[src/rtl/nrl_pkg.sv]
package nrl_pkg;

    localparam int NRL_STATE_W = 2;

    typedef enum logic [NRL_STATE_W-1:0] {
        NRL_SEEK_HEAD = 2'b00,
        NRL_RELOAD    = 2'b01,
        NRL_WAIT_SOF  = 2'b10
    } nrl_state_e;

    typedef struct packed {
        logic vld;
        logic head;
    } nrl_fetch_t;

    function automatic nrl_state_e nrl_next(nrl_state_e cur, nrl_fetch_t f, logic sof);
        nrl_state_e nxt;
        nxt = cur;
        unique case (cur)
            NRL_SEEK_HEAD: if (f.vld && f.head) nxt = NRL_RELOAD;
            NRL_RELOAD:    if (f.vld && f.head) nxt = NRL_WAIT_SOF;
            NRL_WAIT_SOF:  if (sof)             nxt = NRL_SEEK_HEAD;
            default:                            nxt = NRL_SEEK_HEAD;
        endcase
        return nxt;
    endfunction

    function automatic logic nrl_phase_allows(nrl_state_e cur);
        return cur == NRL_RELOAD;
    endfunction

endpackage

[src/rtl/nrl_state.sv]
module nrl_state
    import nrl_pkg::*;
(
    input  logic       clk,
    input  logic       rst,
    input  logic       sof,
    input  nrl_fetch_t fetch,
    output nrl_state_e state
);
    nrl_state_e state_q;

    always_ff @(posedge clk) begin
        if (rst) state_q <= NRL_SEEK_HEAD;
        else     state_q <= nrl_next(state_q, fetch, sof);
    end

    assign state = state_q;

    p_reset_state_r1: assert property (@(posedge clk)
        rst |=> state_q == NRL_SEEK_HEAD);
    p_head_to_reload_r2: assert property (@(posedge clk) disable iff (rst)
        (state_q == NRL_SEEK_HEAD && fetch.vld && fetch.head) |=> state_q == NRL_RELOAD);
    p_reload_to_wait_r3: assert property (@(posedge clk) disable iff (rst)
        (state_q == NRL_RELOAD && fetch.vld && fetch.head) |=> state_q == NRL_WAIT_SOF);
    p_sof_return_r5: assert property (@(posedge clk) disable iff (rst)
        (state_q == NRL_WAIT_SOF && sof) |=> state_q == NRL_SEEK_HEAD);
    p_hold_r8: assert property (@(posedge clk) disable iff (rst)
        (!(fetch.vld && fetch.head) && !sof) |=> $stable(state_q));
    p_legal_r1: assert property (@(posedge clk) disable iff (rst)
        state_q != 2'b11);
endmodule

[src/rtl/nrl_gate.sv]
module nrl_gate
    import nrl_pkg::*;
#(
    parameter int RL_W = 4
) (
    input  nrl_state_e      state,
    input  nrl_fetch_t      fetch,
    input  logic [RL_W-1:0] rl,
    output logic            en
);
    logic rl_nonzero;

    always_comb begin
        rl_nonzero = |rl;
        en = fetch.vld && rl_nonzero && nrl_phase_allows(state);
    end
endmodule

[src/rtl/nak_reload_seq.sv]
module nak_reload_seq
    import nrl_pkg::*;
#(
    parameter int RL_W = 4
) (
    input  logic            clk,
    input  logic            rst,
    input  logic            sof_i,
    input  logic            fetch_vld_i,
    input  logic            fetch_head_i,
    input  logic [RL_W-1:0] fetch_rl_i,
    output logic [1:0]      state_o,
    output logic            reload_en_o
);
    nrl_fetch_t fetch;
    nrl_state_e state;
    logic       gate_en;

    assign fetch = '{vld: fetch_vld_i, head: fetch_head_i};

    nrl_state u_state (
        .clk   (clk),
        .rst   (rst),
        .sof   (sof_i),
        .fetch (fetch),
        .state (state)
    );

    nrl_gate #(.RL_W(RL_W)) u_gate (
        .state (state),
        .fetch (fetch),
        .rl    (fetch_rl_i),
        .en    (gate_en)
    );

    assign state_o     = state;
    assign reload_en_o = gate_en && !rst;

    p_reload_phase_r4: assert property (@(posedge clk) disable iff (rst)
        (state == NRL_RELOAD && fetch_vld_i && fetch_rl_i != '0) |-> reload_en_o);
    p_quiet_wait_r5: assert property (@(posedge clk) disable iff (rst)
        state == NRL_WAIT_SOF |-> !reload_en_o);
    p_zero_rl_r6: assert property (@(posedge clk) disable iff (rst)
        fetch_rl_i == '0 |-> !reload_en_o);
    p_quiet_seek_r7: assert property (@(posedge clk) disable iff (rst)
        state == NRL_SEEK_HEAD |-> !reload_en_o);
    p_no_strobe_r9: assert property (@(posedge clk) disable iff (rst)
        !fetch_vld_i |-> !reload_en_o);
endmodule

[config.mk]
export PLATFORM = sky130hd
export DESIGN_NAME = nak_reload_seq
export DESIGN_NICKNAME = d
export VERILOG_FILES = /design/src/rtl/nrl_pkg.sv /design/src/rtl/nrl_state.sv /design/src/rtl/nrl_gate.sv /design/src/rtl/nak_reload_seq.sv
export SDC_FILE = /design/constraint.sdc
export NUM_CORES = 1
export LEC_CHECK = 0
export ABC_AREA = 0
export BUFFER_PORTS_ARGS = -buffer_cell sky130_fd_sc_hd__buf_4
export CORE_AREA = 2 2 39 41
export CTS_CLUSTER_SIZE = 28
export DETAILED_ROUTE_END_ITERATION = 12
export DIE_AREA = 0 0 41 43
export SETUP_SLACK_MARGIN = 0.05
export SLEW_MARGIN = 0
export SYNTH_ARGS = -nofsm -noshare
export SYNTH_HDL_FRONTEND = slang
export SYNTH_SLANG_ARGS = --single-unit
[constraint.sdc]
create_clock -name clk -period 1.1 [get_ports clk]
set_clock_uncertainty 0.05 [all_clocks]
set_input_delay 0.22 -clock clk [delete_from_list [all_inputs] [get_ports clk]]
set_output_delay 0.22 -clock clk [all_outputs]
set_load 0.02 [all_outputs]
==> flow_summary.toml <==
[clocking]
cts_buffer_depth = 2
path_clk_slew_ns = 0.03
cts.htree.levels = 1
cts_buffers = 3
clk_latency_ns = 0.23
cts_root_buffer = "clkbuf_4"
clock_sinks = 2
cts_tree = "done"
holdBufCountCts = 0

[placed_design]
portBuffers = 11
dp_hpwl_um = 326
dp_cells = 40
gp_congestion = 0.538

[floorplanning]
start_util_pct = 7.78
core_um2 = 1380
die_h_um = 43
io_pins = 12
die_area_um2 = 1760
fp-row-count = 14
die_x_um = 41

[synth]
synth-warning-count = 0
synth-seq-area-share_pct = 37.2
synth.top_cells.by_count = "2 x dfxtp_1, 2 x nor4_1"
ys_async_sr_fraction_pct = 0
synth_top_family_by_area = "simple AND/OR/NAND/NOR gates"
yosys.area_share.xor_xnor_pct = 0
netlist_top_cells_area = "dfxtp_1 37%, nor4_1 12%, a21bo_2 9.3%"
ys.flop_type = "dfxtp_1"
synth_top_cell_by_area = "dfxtp_1"
netlist_area_um2 = 108
syn_nets = 20
synth_top_area_share_pct = 37.2
yosysUniqueCellTypes = 9
syn_area_per_cell_um2 = 9.78
syn_inst = 11
synth_adder_area_share_pct = 0
synth-edff-count = 0
synth_simple_gate_area_share_pct = 38.4
synth-compound-area-share_pct = 24.4
synth_mux_area_share_pct = 0
ys_seq_elements = 2

[route]
wl_per_cell_um = 10.1
vias_per_cell = 3.71
dr.first_iter.drc_count = 6
drtAntennaViolNets = 0
post-route-drc-count = 0
via_count = 167
routed_wl_um = 453
dr.pass1.iters = 2

[timing]
hold_viol_final = 0
min_period_ns = 1.25
worst_slack_ns = -0.155
fin_crit_sh_pct = 114
hold_ws_ns = 0.142
maxSlewViolCount = 0
max-slew-margin-rel_pct = 85.3
rsz0062_at_grt = "yes"
max_freq_mhz = 797
setup_viol_count_final = 1
worst_slew_pin_slew_ns = 0.219

[outcome]
violations = "setup timing"
status = "complete, but fails checks"

[grt]
grt_pass1_vias = 164
grt_max_degree = 5
grt_overflow_total = 0
grtUsageTotal_pct = 6.41
antenna_found_initial = 0
grt_pass1_wl_um = 655

[worst_setup_path]
ff2ff_path_depth = 3
cp_num_buf_inv = 1
cp.arrival_ns = 0.98
crit_chain = "nor4_4 -> buf_4"
cp_max_fo = 2
crit_type = "reg2out"
endpoint_kind = "output pin"
critPathMaxStageDelay_ns = 0.34
worstSetupStartpointType = "flip-flop"
required_ns = 0.83
path_depth = 2
cp_top_family = "flip-flops"
slowest_stage = "dfxtp_4"

[power_and_ir_drop]
leakagePower_nw = 0.131
power.density_nw_per_um2 = 1060
ir_drop_mv = 0.476

[final_layout]
area_growth_pct = 186
final_cells = 45
nNetsFinal = 39
diodes = 0
largest_reg_flops = 2
n_fill_cell = 149
drive_gt1_share_pct = 86.2

[worst_hold_path]
hold_depth = 2
hold_class = "in2reg"

[run]
maxCapViolCount = 0
[power breakdown]
part	switching [mW]	internal (mW)	total, mW
combinational	0.0274	0.0410	0.0684
sequential	0.00418	0.0738	0.0780
clock	0.0450	0.135	0.180
[per-stage QoR]
stage          cell area [um^2]  setup slack, ns  setup TNS (ns)  utilization (%)  power, mW
2_1_floorplan               130          0.00367               0                -     0.0978
3_3_place_gp                248           -0.119          -0.119             17.9      0.139
3_5_place_dp                248           -0.120          -0.120             17.9      0.139
4_1_cts                     300           -0.168          -0.175             21.7      0.337
5_1_grt                     308           -0.227          -0.272             22.2      0.352
6_report                    308           -0.155          -0.155             22.2      0.326
[cells by family after synthesis]
family	Yosys count
DFF	2
AOI/OAI and AO/OA	3
and+or+nand+nor	6
[path summary, 6_finish.rpt]
path	from	to	slack (ns)
setup / recovery	u_state.state[1]	reload_en_o	-0.15
setup reg to reg	u_state.state[1]	u_state.state[1]	0.03
hold / removal	rst	u_state.state[1]	0.14
hold reg to reg	u_state.state[1]	u_state.state[0]	0.50
[area by class of cell]
cell class                      instances  area, um^2  share of cell area [%]
Timing Repair Buffer                   14         116                    37.8
Clock buffer                            4        26.3                    8.54
Tap cell                               16        20.0                    6.50
Sequential cell                         2        47.5                    15.4
Multi-Input combinational cell          9        97.6                    31.7
[routing by layer]
metal | wire, um | global-route usage [%] | up-vias
met5 | 0 | 0 | -
met4 | 0 | 4.00 | 0
met3 | 78 | 6.81 | 0
met2 | 156 | 6.56 | 12
met1 | 218 | 7.67 | 73
li1 | - | - | 82
[timing repair]
action / 4_1_cts / 5_1_grt
gates resized for setup: 5 / 2
pin swaps: 1 / 0
endpoints found under the setup margin: 2 / 5
buffers inserted: 1 / 0
[placed cells by master, fill, tap and decap left out]
cell type | Yosys | layout
nor4_4 | 0 | 1
buf_4 | 0 | 11
a21oi_2 | 1 | 1
clkbuf_1 | 0 | 1
a21bo_2 | 1 | 1
nor4_1 | 2 | 1
clkbuf_4 | 0 | 3
nand4b_1 | 1 | 1
nand2_4 | 0 | 1
buf_6 | 0 | 3
dfxtp_4 | 0 | 2
nand3b_1 | 1 | 1
or3b_4 | 0 | 1
a211oi_2 | 0 | 1
(Power assumes the default switching activity.)
